--- src/rtl/dly_cfg_pkg.sv ---
package dly_cfg_pkg;

    localparam int KIND_W = 3;
    localparam int TX_W   = 11;
    localparam int PI_W   = 7;
    localparam int RCV_W  = 11;
    localparam int VREF_W = 9;
    localparam int OFS_W  = 4;
    localparam int FB_W   = 12;
    localparam int DATA_W = 11;

    typedef enum logic [KIND_W-1:0] {
        K_TXDLY = 3'd0,
        K_RXPOS = 3'd1,
        K_RXNEG = 3'd2,
        K_RCVEN = 3'd3,
        K_VREF  = 3'd4,
        K_RDOFS = 3'd5,
        K_RLMOD = 3'd6,
        K_DIFF  = 3'd7
    } set_kind_e;

    typedef enum logic [2:0] {
        S_IDLE,
        S_ENABLE,
        S_TRST_HI,
        S_TRST_LO,
        S_APPLY,
        S_DONE
    } seq_state_e;

endpackage

--- src/rtl/dly_seq_ctrl.sv ---
module dly_seq_ctrl
    import dly_cfg_pkg::*;
#(
    parameter int ADDR_W = 7
) (
    input  logic              clk,
    input  logic              rst_n,
    input  logic              wr_en,
    input  logic [ADDR_W-1:0] wr_addr,
    input  logic [DATA_W-1:0] wr_data,
    output logic              clk_en,
    output logic              train_rst,
    output logic              busy,
    output logic              done,
    output logic              apply,
    output logic [ADDR_W-1:0] ap_addr,
    output logic [DATA_W-1:0] ap_data
);

    typedef struct packed {
        seq_state_e        st;
        logic [ADDR_W-1:0] addr;
        logic [DATA_W-1:0] data;
    } ctrl_t;

    ctrl_t ctrl_d, ctrl_q;

    always_comb begin
        ctrl_d = ctrl_q;
        unique case (ctrl_q.st)
            S_IDLE, S_DONE: begin
                if (wr_en) begin
                    ctrl_d.st   = S_ENABLE;
                    ctrl_d.addr = wr_addr;
                    ctrl_d.data = wr_data;
                end else begin
                    ctrl_d.st = S_IDLE;
                end
            end
            S_ENABLE:  ctrl_d.st = S_TRST_HI;
            S_TRST_HI: ctrl_d.st = S_TRST_LO;
            S_TRST_LO: ctrl_d.st = S_APPLY;
            S_APPLY:   ctrl_d.st = S_DONE;
            default:   ctrl_d.st = S_IDLE;
        endcase
    end

    always_ff @(posedge clk or negedge rst_n) begin
        if (!rst_n) begin
            ctrl_q <= '{st: S_IDLE, addr: '0, data: '0};
        end else begin
            ctrl_q <= ctrl_d;
        end
    end

    assign busy      = (ctrl_q.st == S_ENABLE) || (ctrl_q.st == S_TRST_HI) ||
                       (ctrl_q.st == S_TRST_LO) || (ctrl_q.st == S_APPLY);
    assign clk_en    = busy;
    assign train_rst = (ctrl_q.st == S_TRST_HI);
    assign apply     = (ctrl_q.st == S_APPLY);
    assign done      = (ctrl_q.st == S_DONE);
    assign ap_addr   = ctrl_q.addr;
    assign ap_data   = ctrl_q.data;

endmodule

--- src/rtl/dly_pin_bank.sv ---
module dly_pin_bank
    import dly_cfg_pkg::*;
#(
    parameter int NUM_PINS      = 16,
    parameter int PINS_PER_LANE = 8,
    parameter int NUM_LANES     = 2,
    parameter int IDX_W         = 4
) (
    input  logic                     clk,
    input  logic                     rst_n,
    input  logic                     apply,
    input  logic [KIND_W-1:0]        kind,
    input  logic [IDX_W-1:0]         idx,
    input  logic [DATA_W-1:0]        data,
    input  logic [NUM_LANES-1:0]     diff_mode,
    output logic [NUM_PINS*TX_W-1:0] tx_flat,
    output logic [NUM_PINS*PI_W-1:0] rxp_flat,
    output logic [NUM_PINS*PI_W-1:0] rxn_flat
);

    typedef struct packed {
        logic [TX_W-1:0] tx;
        logic [PI_W-1:0] rxp;
        logic [PI_W-1:0] rxn;
    } pin_t;

    for (genvar p = 0; p < NUM_PINS; p++) begin : g_pin
        localparam int LANE = p / PINS_PER_LANE;
        localparam int MATE = p ^ 1;
        localparam bit ODD  = (p % 2) == 1;

        pin_t pin_d, pin_q;
        logic hit_self, hit_mate, rx_ok;

        always_comb begin
            hit_self = (idx == IDX_W'(p));
            hit_mate = diff_mode[LANE] && (idx == IDX_W'(MATE));
            rx_ok    = hit_self && !(diff_mode[LANE] && ODD);
            pin_d    = pin_q;
            if (apply) begin
                if (kind == K_TXDLY && (hit_self || hit_mate)) pin_d.tx  = data[TX_W-1:0];
                if (kind == K_RXPOS && rx_ok)                  pin_d.rxp = data[PI_W-1:0];
                if (kind == K_RXNEG && rx_ok)                  pin_d.rxn = data[PI_W-1:0];
            end
        end

        always_ff @(posedge clk or negedge rst_n) begin
            if (!rst_n) pin_q <= '0;
            else        pin_q <= pin_d;
        end

        assign tx_flat[p*TX_W +: TX_W]  = pin_q.tx;
        assign rxp_flat[p*PI_W +: PI_W] = pin_q.rxp;
        assign rxn_flat[p*PI_W +: PI_W] = pin_q.rxn;
    end

endmodule

--- src/rtl/dly_grp_bank.sv ---
module dly_grp_bank
    import dly_cfg_pkg::*;
#(
    parameter int NUM_NIBS      = 4,
    parameter int NIBS_PER_LANE = 2,
    parameter int NUM_LANES     = 2,
    parameter int IDX_W         = 4
) (
    input  logic                        clk,
    input  logic                        rst_n,
    input  logic                        apply,
    input  logic [KIND_W-1:0]           kind,
    input  logic [IDX_W-1:0]            idx,
    input  logic [DATA_W-1:0]           data,
    input  logic                        train_rst,
    input  logic [NUM_NIBS-1:0]         fb_tick,
    output logic [NUM_NIBS*RCV_W-1:0]   rcv_flat,
    output logic [NUM_NIBS*VREF_W-1:0]  vref_flat,
    output logic [NUM_NIBS*FB_W-1:0]    fb_flat,
    output logic [NUM_LANES*OFS_W-1:0]  ofs_flat,
    output logic [NUM_LANES-1:0]        rl_mode,
    output logic [NUM_LANES-1:0]        diff_mode
);

    typedef struct packed {
        logic [RCV_W-1:0]  rcv;
        logic [VREF_W-1:0] vref;
        logic [FB_W-1:0]   fb;
    } nib_t;

    typedef struct packed {
        logic [OFS_W-1:0] ofs;
        logic             rl;
        logic             diff;
    } lane_t;

    for (genvar l = 0; l < NUM_LANES; l++) begin : g_lane
        lane_t lane_d, lane_q;
        logic  hit;

        always_comb begin
            hit    = apply && (idx == IDX_W'(l));
            lane_d = lane_q;
            if (hit && kind == K_RDOFS) lane_d.ofs  = data[OFS_W-1:0];
            if (hit && kind == K_RLMOD) lane_d.rl   = data[0];
            if (hit && kind == K_DIFF)  lane_d.diff = data[0];
        end

        always_ff @(posedge clk or negedge rst_n) begin
            if (!rst_n) lane_q <= '0;
            else        lane_q <= lane_d;
        end

        assign ofs_flat[l*OFS_W +: OFS_W] = lane_q.ofs;
        assign rl_mode[l]                 = lane_q.rl;
        assign diff_mode[l]               = lane_q.diff;
    end

    for (genvar n = 0; n < NUM_NIBS; n++) begin : g_nib
        localparam int LANE = n / NIBS_PER_LANE;

        nib_t nib_d, nib_q;
        logic hit;

        always_comb begin
            hit   = apply && (idx == IDX_W'(n));
            nib_d = nib_q;
            if (hit && kind == K_RCVEN) nib_d.rcv  = data[RCV_W-1:0];
            if (hit && kind == K_VREF)  nib_d.vref = data[VREF_W-1:0];
            if (train_rst) begin
                nib_d.fb = '0;
            end else if (rl_mode[LANE] && fb_tick[n] && (nib_q.fb != '1)) begin
                nib_d.fb = nib_q.fb + 1'b1;
            end
        end

        always_ff @(posedge clk or negedge rst_n) begin
            if (!rst_n) nib_q <= '0;
            else        nib_q <= nib_d;
        end

        assign rcv_flat[n*RCV_W +: RCV_W]    = nib_q.rcv;
        assign vref_flat[n*VREF_W +: VREF_W] = nib_q.vref;
        assign fb_flat[n*FB_W +: FB_W]       = nib_q.fb;
    end

endmodule

--- src/rtl/dly_reconfig_seq.sv ---
module dly_reconfig_seq
    import dly_cfg_pkg::*;
#(
    parameter int PINS_PER_NIB  = 4,
    parameter int NIBS_PER_LANE = 2,
    parameter int NUM_LANES     = 2,
    localparam int NUM_NIBS     = NIBS_PER_LANE * NUM_LANES,
    localparam int NUM_PINS     = PINS_PER_NIB * NUM_NIBS,
    localparam int IDX_W        = $clog2(NUM_PINS),
    localparam int ADDR_W       = KIND_W + IDX_W
) (
    input  logic                        clk,
    input  logic                        rst_n,
    input  logic                        wr_en,
    input  logic [ADDR_W-1:0]           wr_addr,
    input  logic [DATA_W-1:0]           wr_data,
    input  logic [NUM_NIBS-1:0]         fb_tick,
    output logic                        busy,
    output logic                        done,
    output logic                        clk_en,
    output logic                        train_rst,
    output logic [NUM_PINS*TX_W-1:0]    tx_delay,
    output logic [NUM_PINS*PI_W-1:0]    rx_pos_phase,
    output logic [NUM_PINS*PI_W-1:0]    rx_neg_phase,
    output logic [NUM_NIBS*RCV_W-1:0]   rcv_en_delay,
    output logic [NUM_NIBS*VREF_W-1:0]  vref_code,
    output logic [NUM_LANES*OFS_W-1:0]  rd_ofs,
    output logic [NUM_LANES-1:0]        rl_mode,
    output logic [NUM_LANES-1:0]        diff_mode,
    output logic [NUM_NIBS*FB_W-1:0]    fb_count
);

    logic              apply;
    logic [ADDR_W-1:0] ap_addr;
    logic [DATA_W-1:0] ap_data;
    logic [KIND_W-1:0] ap_kind;
    logic [IDX_W-1:0]  ap_idx;

    assign ap_kind = ap_addr[ADDR_W-1 -: KIND_W];
    assign ap_idx  = ap_addr[IDX_W-1:0];

    dly_seq_ctrl #(.ADDR_W(ADDR_W)) ctrl_i (
        .clk       (clk),
        .rst_n     (rst_n),
        .wr_en     (wr_en),
        .wr_addr   (wr_addr),
        .wr_data   (wr_data),
        .clk_en    (clk_en),
        .train_rst (train_rst),
        .busy      (busy),
        .done      (done),
        .apply     (apply),
        .ap_addr   (ap_addr),
        .ap_data   (ap_data)
    );

    dly_pin_bank #(
        .NUM_PINS      (NUM_PINS),
        .PINS_PER_LANE (PINS_PER_NIB * NIBS_PER_LANE),
        .NUM_LANES     (NUM_LANES),
        .IDX_W         (IDX_W)
    ) pins_i (
        .clk       (clk),
        .rst_n     (rst_n),
        .apply     (apply),
        .kind      (ap_kind),
        .idx       (ap_idx),
        .data      (ap_data),
        .diff_mode (diff_mode),
        .tx_flat   (tx_delay),
        .rxp_flat  (rx_pos_phase),
        .rxn_flat  (rx_neg_phase)
    );

    dly_grp_bank #(
        .NUM_NIBS      (NUM_NIBS),
        .NIBS_PER_LANE (NIBS_PER_LANE),
        .NUM_LANES     (NUM_LANES),
        .IDX_W         (IDX_W)
    ) grp_i (
        .clk       (clk),
        .rst_n     (rst_n),
        .apply     (apply),
        .kind      (ap_kind),
        .idx       (ap_idx),
        .data      (ap_data),
        .train_rst (train_rst),
        .fb_tick   (fb_tick),
        .rcv_flat  (rcv_en_delay),
        .vref_flat (vref_code),
        .fb_flat   (fb_count),
        .ofs_flat  (rd_ofs),
        .rl_mode   (rl_mode),
        .diff_mode (diff_mode)
    );

endmodule

--- config.mk ---
export PLATFORM = sky130hd
export DESIGN_NAME = dly_reconfig_seq
export DESIGN_NICKNAME = d
export VERILOG_FILES = /design/src/rtl/dly_cfg_pkg.sv /design/src/rtl/dly_seq_ctrl.sv /design/src/rtl/dly_pin_bank.sv /design/src/rtl/dly_grp_bank.sv /design/src/rtl/dly_reconfig_seq.sv
export SDC_FILE = /design/constraint.sdc
export NUM_CORES = 1
export LEC_CHECK = 0
export ABC_CLOCK_PERIOD_IN_PS = 3000
export BUFFER_PORTS_ARGS = -buffer_cell sky130_fd_sc_hd__buf_2
export CAP_MARGIN = 0
export CORE_MARGIN = 4
export CORE_UTILIZATION = 35
export CTS_CLUSTER_DIAMETER = 80
export DETAILED_ROUTE_END_ITERATION = 8
export GPL_TIMING_DRIVEN = 0
export HOLD_SLACK_MARGIN = 0.02
export PLACE_DENSITY = 0.66
export SYNTH_ARGS = -nofsm -noshare
export SYNTH_HDL_FRONTEND = slang
export SYNTH_HIERARCHICAL = 1
export SYNTH_SLANG_ARGS = --single-unit
--- constraint.sdc ---
create_clock -name clk -period 3 [get_ports clk]
set_input_delay 0 -clock clk [delete_from_list [all_inputs] [get_ports clk]]
set_output_delay 0 -clock clk [all_outputs]
set_load 0.005 [all_outputs]
# Yosys cells after proc, flatten, opt, wreduce, memory -nomap -nowiden
# Cells that the tools add are included.
# word_totals
reg_bits,561
latch_bits,0
mem_bits_rw,0
mem_bits_ro,0
in_bits,25
output_inout_bits,544
word_cells,290
memories,0
# classes
n_addsub,4
n_mul,0
div,0
magnitude_cmp,0
eq_ne,31
shift,0
n_mux,10
bitwise_logic,0
reduce_logical,176
# op_table
cell,n
$logic_and A1 B1 Y1,98
$reduce_and A2 Y1,49
$mux W12,8
$add A12 B1 Y12 const B,4
$ne A12 B12 Y1 const B,4
$eq A4 B4 Y1 const B,8
$logic_or A1 B1 Y1,19
$eq A3 B3 Y1 const B,6
$eq A4 B3 Y1 const B,4
$pmux W3 S5,1
$eq A3 B2 Y1 const B,4
$eq A4 B2 Y1 const B,2
$reduce_bool A2 Y1,4
$eq A3 B1 Y1 const B,2
$logic_not A3 Y1,2
$eq A4 B1 Y1 const B,1
$logic_not A4 Y1,1
$logic_not A1 Y1,2
$reduce_or A2 Y1,1
$mux W1,1

# Longest topological paths before layout
# Gate-level depths: netlist (run 1).
# depth
ltp_word,5
mapped_depth,8
mapped_depth_nobuf,5

# Hierarchy
# The synthesis (run 1) kept the hierarchy.
# modules_own_cells
module,instances,cells_per_inst,area_per_inst_um2,seq_area_each_um2
dly_pin_bank,1,949,15498.6,10009.6
dly_grp_bank,1,515,6299.8,3503.4
dly_seq_ctrl,1,77,1077.3,525.5

# Least setup slack after synthesis (run 1)
# OpenSTA, ideal clock, no wires.
# synth_path
path_kind,register to register
start,register ctrl_i/ctrl_q[18] (netlist name)
end,register pins_i.g_pin[0].pin_q (netlist bit pins_i/tx_flat[0])
setup_time_ns,0.125
arrival_ns,2.372
required_time_ns,2.875
path_slack_ns,0.504
stages_incl_launch_ff,8
path_buffers,3
period_less_slack_ns,2.496
path_cell_list,dfrtp_1 > buf_6 > nor3b_1 > or4b_1 > buf_6 > nor4b_4 > buf_6 > mux2_2
# synth_between
elab_chain_cells,2
# synth_rtl
item,line,source
"start, declared",dly_seq_ctrl.sv:26,"ctrl_t ctrl_d, ctrl_q;"
"start signal, assigned",dly_seq_ctrl.sv:50,"ctrl_q <= '{st: S_IDLE, addr: '0, data: '0};"
"start signal, assigned",dly_seq_ctrl.sv:52,ctrl_q <= ctrl_d;
$eq A3 B3 Y1,dly_seq_ctrl.sv:60,assign apply = (ctrl_q.st == S_APPLY);
via apply,dly_reconfig_seq.sv:33,logic apply;
$reduce_and A2 Y1 (no source line),--,
"end signal, assigned",dly_pin_bank.sv:49,else pin_q <= pin_d;
"end, declared",dly_pin_bank.sv:32,"pin_t pin_d, pin_q;"
# The timed path passes the listed nets, and every way through them passes these cells.
# A chain may end at the register's enable or synchronous reset.

# Final worst setup path (run 1)
# layout_path
start,register ctrl_i/ctrl_q[19] (netlist name)
end,register pins_i.g_pin[5].pin_q (netlist bit pins_i/tx_flat[59])
# layout_between
elab_chain_cells,2
# layout_rtl
item,line
$eq A3 B3 Y1,dly_seq_ctrl.sv:60
via apply,dly_reconfig_seq.sv:33
$reduce_and A2 Y1 (no source line),--
"end signal, assigned",dly_pin_bank.sv:49
"end, declared",dly_pin_bank.sv:32
# The timed path passes the listed nets, and every way through them passes these cells.

==> results of run 1 <==
[critical path, cell delays in order, from the launching register on]
cell	delay, ps
dfrtp_1	350
buf_2	180
nor3b_4	490
or4b_1	510
buf_6	190
nor4_4	420
buf_6	240
mux2_2	350
[repair_timing]
action                                  in CTS  in global routing
resized for setup                            3                  0
hold buffers                                25                  0
hold endpoints to repair                   307                  0
endpoints found under the setup margin     472                  0
buffers inserted                             3                  0
[how the worst max path moves through the flow]
stage / end / slack [ps] / cells after the start
5_1_grt: pins_i/tx_flat[56] / 20 / 7
6_report: pins_i/tx_flat[59] / 150 / 7
3_3_place_gp: grp_i/rcv_flat[26] / -9200 / 1
4_1_cts: pins_i/tx_flat[56] / 120 / 7
2_1_floorplan: pins_i/tx_flat[0] / 500 / 7
3_5_place_dp: pins_i/tx_flat[22] / -740 / 6
[kinds of logic after synthesis]
kind of cell,synth area share (%)
flip-flops,61.4
multiplexers,25.5
AND/OR/NAND/NOR,7.23
buffers and inverters,3.15
AO/OA/AOI/OAI,2.19
XOR/XNOR,0.301
adder cells (fa/ha/maj),0.219
[layout make-up]
cell class	instances	area (µm²)
Timing Repair Buffer	601	3260
Multi-Input combinational cell	849	8140
Sequential cell	561	14000
Clock buffer	86	1750
Clock inverter	27	390
Inverter	8	30.0
Tap cell	855	1070
Fill cell	5866	35200
Buffer	123	691
Antenna cell	4	10.0
[sequential cells by signal (all words and copies together), names as in the netlist]
register	flops
pins_i/tx_flat	176
ctrl_i/ap_data	11
grp_i/rcv_flat	44
pins_i/rxp_flat	112
pins_i/rxn_flat	112
ctrl_i/ap_addr	7
grp_i/rl_mode	2
grp_i/fb_flat	48
grp_i/ofs_flat	8
ctrl_i/ctrl_q	3
grp_i/diff_mode	2
grp_i/vref_flat	36
[power by group through the flow]
stage	Clock (mW)	Sequential (mW)	Combinational, mW
2_1_floorplan	0	9.35	2.89
3_3_place_gp	0	9.28	6.02
3_5_place_dp	0	9.33	6.16
4_1_cts	8.07	9.21	6.23
5_1_grt	8.37	9.34	6.60
6_report	7.87	9.21	6.12
[metal layers]
| layer | part of all wire, % | vias up | global-route usage [%] | routed length [µm] |
|---|---|---|---|---|
| met3 | 7.2 | 132 | 6.04 | 5330 |
| met4 | 3.4 | 2 | 6.34 | 2520 |
| met5 | 0.014 | - | 0 | 10 |
| met2 | 48 | 526 | 34.1 | 35200 |
| met1 | 41 | 8060 | 25.9 | 30400 |
| li1 | - | 6846 | - | - |
[cells in the final DEF (no fill, tap or decap), types with 10 or more instances in the layout]
master / count
a21oi_1: 25
buf_2: 590
buf_4: 24
buf_6: 14
clkbuf_1: 71
clkbuf_16: 60
clkbuf_8: 15
clkinv_2: 10
dfrtp_1: 561
dlygate4sd3_1: 25
mux2_2: 502
mux2_4: 10
nand2_1: 28
nand3_1: 35
nand4_1: 29
nor2_1: 32
nor2b_1: 10
nor3_1: 10
o21ai_0: 17
or3_1: 18
[metrics by stage]
stage / worst slack (ps) / instances / util, % / total power, mW
floorplan: 504 / 1541 / - / 12.2
global placement: -9200 / 2964 / 41.5 / 15.3
detailed placement: -741 / 2969 / 41.7 / 15.5
CTS: 119 / 3110 / 45.5 / 23.5
global route: 20.3 / 3110 / 45.5 / 24.3
finish: 151 / 3114 / 45.5 / 23.2
==> reports/results.txt, run 1 <==
Status: finished, final reports clean
Clk pwr share: 33.9%
CTS H-tree lvls: 2
Chip width: 264 µm
Final setup viols: 0
Logic pwr share: 26.4%
Post-synth top cells: dfrtp_1 (561), mux2_2 (502), clkbuf_1 (60)
Final net count: 2,233
RSZ-0062 raised after global routing: no
Clk sink count: 561
Clock root buffer: clkbuf_16
Fin crit period: 2850 ps
Sequential cell fraction of total power: 39.7%
P&R area growth vs syn: 28.4%
Post-synth EDFFs: 0
GRT Overall Usage: 20.5%
Longest Clk Path Bufs: 3
Placement row count: 93
Top FF cell, synth: dfrtp_1
Worst skew pair latency: 640 ps
Worst Setup End Kind: flop
Peak supply drop: 0.000475 V
Vias: 15,600
Reg2reg setup slack: 150 ps
Post-synthesis cell type count: 65
Initial antenna violation count: 4
Residual DRC: 0
Hold WC Path Type: in2async
CTS tree: done
Port Buffers: 568
Initial drt markers: 837
Ports: 569
Placed Area: 26,900 µm²
Maxcap violations: 0
Gr ovfl total: 0
TritonCTS buffer count: 60
Layout cell share with drive strength beyond 1: 56.9%
Critical path arrival: 3350 ps
Sw Pwr: 7.63 mW
Die area: 69,500 µm²
Reg2reg path depth: 7
Clock Skew: 40.3 ps
Int Pwr: 15.6 mW
WP data required: 3500 ps
Final worst path period share: 95.0%
RePlAce Congestion: 0.819
Area leader, netlist: dfrtp_1
F_max: 0.351 GHz
Core ar.: 64,600 µm²
Crit path max fanout: 10
First-pass DRT Iterations: 5
Synth top area cells: dfrtp_1 (61%), mux2_2 (25%), clkbuf_1 (0.98%), nand4_1 (0.79%), nand3_1 (0.77%)
Mapped Nets: 1,570
Synthesized cell area: 22,900 µm²
Slew of the pin with the lowest slew margin: 951 ps
Flops & latches, synth: 561
RR Endpoint: pins_i/tx_flat[59]
Initial core utilization: 35.4%
Critical Path Start Type: flop
Clk pin slew, worst setup/hold paths: 60 ps
Cells after Synth: 1,541
Ys Warns: 6
Fin. max-slew vios: 0
Final wirelength: 73.5 mm
Critical path launch point: ctrl_i/ctrl_q[19]
WS Path Type: reg2reg
Most frequent cell after synthesis: dfrtp_1
Pwr dens: 790 nW/µm²
Async S/R FF share, synth: 100%
First-pass GRT wire length: 109 mm
ANT nets after route: 0
Height of the chip: 264 µm
Drt via density: 5.00
Sw Ratio: 32.9%
Vias in the first global route: 16,400
Fin Hold WS: 40.6 ps
Syn_area_per_cell: 14.8 µm²
Register area share after synthesis: 61.4%
Largest net degree at the start of global routing: 129
Post-DP HPWL: 53.1 mm
RR Startpoint: ctrl_i/ctrl_q[19]
Cell area after layout: 29,400 µm²
Final hold vios: 0
Leakage: 16.0 nW
Routed wire length per instance: 23.6 µm
Slew Limit Headroom: 36.6%
Top cell type's share of synthesized area: 61.4%
Setup tns final: 0 ps
Note: power is estimated with default switching activity, not from simulation.
==> run 2, diff against run 1 <==
--- a/config.mk
+++ b/config.mk
@@ -8,6 +8,7 @@
 export ABC_CLOCK_PERIOD_IN_PS = 3000
 export BUFFER_PORTS_ARGS = -buffer_cell sky130_fd_sc_hd__buf_2
 export CAP_MARGIN = 0
+export CORE_ASPECT_RATIO = 0.6
 export CORE_MARGIN = 4
 export CORE_UTILIZATION = 35
 export CTS_CLUSTER_DIAMETER = 80
==> run 2 against run 1 <==
  * Combinational power rose by 2%
  * Sequential power barely moved
  * Routed wire length is 3.1% higher
  * Clock power decreased by 5.8%
  * Clock-buffer cell count fell by 17
  * Critical path type unchanged
  * Largest cell class unchanged
  * Highest routed layer is now met4
==> reports/results.txt, run 2 (synthesis gave the netlist of run 1 again) <==
Final worst path period share: 94.0% (-0.97 points)
Port Buffers: 568 (unchanged)
Initial core utilization: 35.4% (about the same)
Layout cell share with drive strength beyond 1: 57.0% (+0.095 points)
Fin. max-slew vios: 0 (unchanged)
Crit path max fanout: 10 (unchanged)
Residual DRC: 0 (unchanged)
Placement row count: 72 (-23%)
Worst skew pair latency: 610 ps (-30 ps)
Pwr dens: 782 nW/µm² (-0.99%)
WP data required: 3480 ps (-20 ps)
Gr ovfl total: 0 (unchanged)
Post-DP HPWL: 55.8 mm (+5.0%)
Peak supply drop: 0.000426 V (-10%)
Placed Area: 26,900 µm² (about the same)
Final wirelength: 75.8 mm (+3.1%)
Worst hold path depth: 3
Final hold vios: 0 (unchanged)
Critical hold path startpoint: wr_data[4]
Reg2reg setup slack: 180 ps (+30 ps)
RR Endpoint: pins_i/tx_flat[134]
Maxcap violations: 0 (unchanged)
Status: finished, final reports clean
Largest net degree at the start of global routing: 118 (-8.5%)
Slew of the pin with the lowest slew margin: 1090 ps (+136 ps)
Slew Limit Headroom: 27.5% (-9.1 points)
ANT nets after route: 0 (unchanged)
GRT Overall Usage: 21.2% (+0.68 points)
Die area: 69,600 µm² (+0.19%)
First-pass GRT wire length: 110 mm (+0.71%)
Clock root buffer: clkbuf_16
Initial antenna violation count: 5 (+1)
CTS H-tree lvls: 2 (unchanged)
Critical Path Start Type: flop
Height of the chip: 206 µm (-22%)
Drt via density: 5.12 (+2.3%)
First-pass DRT Iterations: 5 (unchanged)
Most frequent cells in the layout: buf_2 (590), dfrtp_1 (561), mux2_2 (502)
Critical path arrival: 3300 ps (-50 ps)
Met1 wire length: 34.7 mm (+14%)
Final setup viols: 0 (unchanged)
Vias in the first global route: 16,100 (-1.8%)
RR Startpoint: ctrl_i/ctrl_q[19]
P&R area growth vs syn: 27.9%
CTS tree: done
TritonCTS buffer count: 54 (-10%)
F_max: 0.355 GHz (+1.0%)
Longest Clk Path Bufs: 3 (unchanged)
Hold WC Path Type: in2reg
Met3 wire len: 5.55 mm (+4.2%)
Chip width: 338 µm (+28%)
Max reg flops: 176 (unchanged)
Vias: 15,900 (+1.9%)
Clk pin slew, worst setup/hold paths: 60 ps (about the same)
Reg2reg path depth: 8 (+1)
Clk sink count: 561 (unchanged)
Routed wire length per instance: 24.5 µm (+3.6%)
Uppermost layer routed: met4
Dpl cells: 2,965 (-0.13%)
Cell area after layout: 29,200 µm² (-0.45%)
Initial drt markers: 901 (+7.6%)
Clock Skew: 34.6 ps (-5.74 ps)
Non-filler cells, final: 3,100 (-0.45%)
Most common cell after layout, fill and taps aside: buf_2
WS Path Type: reg2reg
Core ar.: 64,600 µm² (about the same)
RSZ-0062 raised after global routing: no
Setup tns final: 0 ps (unchanged)
Worst Setup End Kind: flop
Fin crit period: 2820 ps (-29.0 ps)
Hold endpoint: ctrl_i/ap_data[4]
Leakage: 16.0 nW (-0.43%)
Final net count: 2,232 (-0.045%)
Met2 WL post-DR: 34.0 mm (-3.7%)
Ports: 569 (unchanged)
RePlAce Congestion: 0.886 (+8.2%)
## run 2: stage by stage
step                      hold WS (ps)  util [%]  setup WS, ps  total power, mW
after floorplan                   -296         -           504             12.2
after global placement             234      41.5         -9270             15.3
after detailed placement          29.3      41.7          -577             15.6
after CTS                          118      45.2          6.34             23.1
after global routing               137      45.3          48.5             24.0
final                              172      45.3           180             22.9
## run 2: metal layers
metal	track usage [%]	up-vias
met5	0	-
met4	4.82	0
met3	5.58	113
met2	32.6	577
met1	30.0	8300
li1	-	6870
## run 2: repair_timing
item                                    CTS  global route
endpoints found under the setup margin  449            64
setup buffers                             1             4
resized for setup                         2             1
endpoints found under the hold margin   317             0
pin swaps                                 1             3
hold buffers                             28             0
## run 2: critical path, stage by stage (launching register included)
cell and delay [ps]:
dfrtp_1 360, buf_2 180, nor3b_4 250, buf_12 150, or4b_1 460, buf_6 190
nor4_4 470, buf_6 260, mux2_2 350
## run 2: report_power, final
| part | switching [mW] | internal (mW) | leakage (nW) |
|---|---|---|---|
| registers | 0.590 | 8.64 | 7.77 |
| clock network | 3.09 | 4.32 | 0.951 |
| logic | 3.96 | 2.27 | 7.24 |
| total | 7.64 | 15.2 | 16.0 |
## run 2: worst max-delay path by stage
stage,start,to,slack (ps),cells after the start
after floorplan,ctrl_i/ctrl_q[18],pins_i/tx_flat[0],500,7
after global placement,rst_n,pins_i/tx_flat[35],-9270,1
after detailed placement,ctrl_i/ctrl_q[19],pins_i/rxn_flat[96],-580,6
after CTS,ctrl_i/ctrl_q[19],pins_i/tx_flat[97],6,7
after global routing,ctrl_i/ctrl_q[19],pins_i/tx_flat[136],50,8
final,ctrl_i/ctrl_q[19],pins_i/tx_flat[134],180,8
## run 2: final cells by class
| class | count | area, µm² |
|---|---|---|
| Fill cell | 5731 | 35300 |
| Inverter | 8 | 30.0 |
| Multi-Input combinational cell | 849 | 8140 |
| Clock inverter | 30 | 413 |
| Clock buffer | 69 | 1530 |
| Tap cell | 851 | 1060 |
| Antenna cell | 3 | 7.51 |
| Sequential cell | 561 | 14000 |
| Buffer | 123 | 691 |
| Timing Repair Buffer | 606 | 3340 |
==> run 3, diff against run 2 <==
--- a/config.mk
+++ b/config.mk
@@ -9,13 +9,13 @@
 export BUFFER_PORTS_ARGS = -buffer_cell sky130_fd_sc_hd__buf_2
 export CAP_MARGIN = 0
 export CORE_ASPECT_RATIO = 0.6
-export CORE_MARGIN = 4
 export CORE_UTILIZATION = 35
 export CTS_CLUSTER_DIAMETER = 80
 export DETAILED_ROUTE_END_ITERATION = 8
 export GPL_TIMING_DRIVEN = 0
 export HOLD_SLACK_MARGIN = 0.02
 export PLACE_DENSITY = 0.66
+export REMOVE_ABC_BUFFERS = 1
 export SYNTH_ARGS = -nofsm -noshare
 export SYNTH_HDL_FRONTEND = slang
 export SYNTH_HIERARCHICAL = 1
==> run 3 against run 2 <==
  * Sequential cell count did not move
  * Clock power fell by 5.3%
  * Clock-buffer cell count rose by 2
  * Highest routed layer unchanged
  * Critical path depth fell by 3
  * Total power fell by 3.8%
  * Design area fell by 1.3%
  * Critical path type unchanged
  * Global-route usage fell by 1.6 points
  * Register-to-register slack got worse by 20 ps
  * Sequential share of layout area rose by 0.73 points
  * Routed wire length fell by 12%
==> reports/results.txt, run 3 (synthesis gave the netlist of run 1 again) <==
Status: finished, final reports clean
WS Path Type: reg2reg
DP Worst Slack: -989 ps (-412 ps)
Most frequent cells in the layout: buf_2 (567), dfrtp_1 (553), mux2_2 (502)
Initial drt markers: 810 (-10%)
Final wirelength: 66.7 mm (-12%)
Cell Chain, Critical Path: nor3b_4 > nor4b_2 > nand2b_1 > nor3_2 > mux2_2
Initial antenna violation count: 1 (-4)
Longest Clk Path Bufs: 3 (unchanged)
Post-DP HPWL: 43.9 mm (-21%)
Clk sink count: 561 (unchanged)
Layout cell share with drive strength beyond 1: 58.3% (+1.3 points)
TritonCTS buffer count: 52 (-3.7%)
Chip width: 332 µm (-1.8%)
Setup tns final: 0 ps (unchanged)
Clock Skew: 31.0 ps (-3.64 ps)
CTS H-tree lvls: 2 (unchanged)
ANT nets after route: 0 (unchanged)
Slew of the pin with the lowest slew margin: 1250 ps (+167 ps)
Clock root buffer: clkbuf_16
Gr ovfl total: 0 (unchanged)
First-pass GRT wire length: 99.4 mm (-9.6%)
Slowest stage delay, CP: 570 ps (+100 ps)
Total power: 22.0 mW (-3.8%)
Critical Path Start Type: flop
WP data required: 3470 ps (about the same)
Worst path top cell family by delay: simple AND/OR/NAND/NOR gates
Slew Limit Headroom: 16.1% (-11 points)
Final hold vios: 0 (unchanged)
Fin. max-slew vios: 0 (unchanged)
Worst Slack Setup Final: 158 ps (-21.9 ps)
Residual DRC: 0 (unchanged)
P&R area growth vs syn: 26.2%
Worst Setup End Kind: flop
Clk pin slew, worst setup/hold paths: 60 ps (about the same)
Final worst path period share: 94.7% (+0.73 points)
Die area: 66,400 µm² (-4.6%)
Port Buffers: 568 (unchanged)
Fin crit period: 2840 ps (+21.9 ps)
Drt via density: 5.09 (-0.45%)
Critical path arrival: 3310 ps (about the same)
Dpl cells: 2,849 (-3.9%)
Ports: 569 (unchanged)
Non-filler cells, final: 3,000 (-3.2%)
Hold WC Path Type: in2async
Initial core utilization: 35.5% (+0.049 points)
Max reg flops: 176 (unchanged)
Slowest-stage cell, CP: nor3_2
Routed wire length per instance: 22.2 µm (-9.1%)
Fillcell total: 5,751 (+0.35%)
Final net count: 2,134 (-4.4%)
CTS tree: done
Final setup viols: 0 (unchanged)
Vias: 15,300 (-3.7%)
Crit path max fanout: 10 (unchanged)
Most common cell after layout, fill and taps aside: buf_2
RePlAce Congestion: 0.828 (-6.5%)
Pwr dens: 762 nW/µm² (-2.5%)
Placement row count: 72 (unchanged)
Maxcap violations: 0 (unchanged)
Leakage: 15.7 nW (-1.7%)
Buffers and inverters on the worst path: 0 (-4)
First-pass DRT Iterations: 5 (unchanged)
Worst skew pair latency: 610 ps (about the same)
Core ar.: 64,500 µm² (-0.14%)
Peak supply drop: 0.000541 V (+27%)
Vias in the first global route: 15,400 (-4.0%)
Largest net degree at the start of global routing: 132 (+12%)
Height of the chip: 200 µm (-2.9%)
F_max: 0.352 GHz (-0.77%)
Utilization after layout: 44.7% (-0.53 points)
GRT Overall Usage: 19.6% (-1.6 points)
run 3: cell count changes in the layout (fill, tap and decap cells not counted), sizes merged:
cell	delta
bufinv	-1
clkinv	-2
diode	-2
clkinvlp	-1
buf	-40
dlygate4sd3	+4
clkbuf	-58
run 3: power breakdown:
| part | switching, mW | internal [mW] |
|---|---|---|
| sequential | 1.85 | 8.64 |
| combinational | 2.40 | 2.09 |
| clock | 3.00 | 4.02 |
run 3: stage by stage:
stage | cell area (µm²) | hold slack (ps)
floorplan | 22200 | -296
detailed placement | 26400 | 26.8
global route | 28900 | 99.4
finish | 28900 | 97.1
CTS | 28800 | 84.1
global placement | 26100 | 236
run 3: worst register-to-register path, stage by stage (launching register included):
cell and delay [ps]:
dfrtp_1 560, nor3b_4 550, nor4b_2 320, nand2b_1 310, nor3_2 570, mux2_2 400
run 3: area by class of cell:
cell class                 instances  area (µm²)  share of cell area (%)
clock buffer                      71        1450                    5.03
clock inverter                    26         338                    1.17
inverter                           8        30.0                   0.104
antenna                            1        2.50                 0.00867
multi-input combinational        849        8180                    28.4
timing repair buffer             633        3730                    12.9
tap                              851        1060                    3.69
sequential                       561       14100                    48.7
run 3: per-layer routing:
layer | GRT usage (%) | vias to the layer above | wire length [µm]
met2 | 30.9 | 460 | 31400
met5 | 0 | - | 0
li1 | - | 6683 | -
met1 | 26.9 | 8046 | 29900
met4 | 5.32 | 0 | 1240
met3 | 4.84 | 90 | 4170
run 3: repair_timing:
action	4_1_cts	5_1_grt
buffers inserted	19	2
endpoints found under the setup margin	470	58
hold endpoints to repair	337	0
resized for setup	8	2
pin swaps	14	0
hold buffers	32	0
run 3: path summary, 6_finish.rpt:
path                              startpoint             endpoint  slack, ps  depth (start not counted)
setup / recovery           ctrl_i/ctrl_q[20]    grp_i/ofs_flat[2]        160                          5
hold / removal                         rst_n  grp_i/vref_flat[20]        100                          3
setup reg to reg           ctrl_i/ctrl_q[20]    grp_i/ofs_flat[2]        160                          5
hold reg to reg            grp_i/ofs_flat[5]    grp_i/ofs_flat[5]        500                          1
max in group asynchronous              rst_n   pins_i/rxp_flat[2]       1700                          4
min in group clk                  wr_data[7]    ctrl_i/ap_data[7]        190                          3
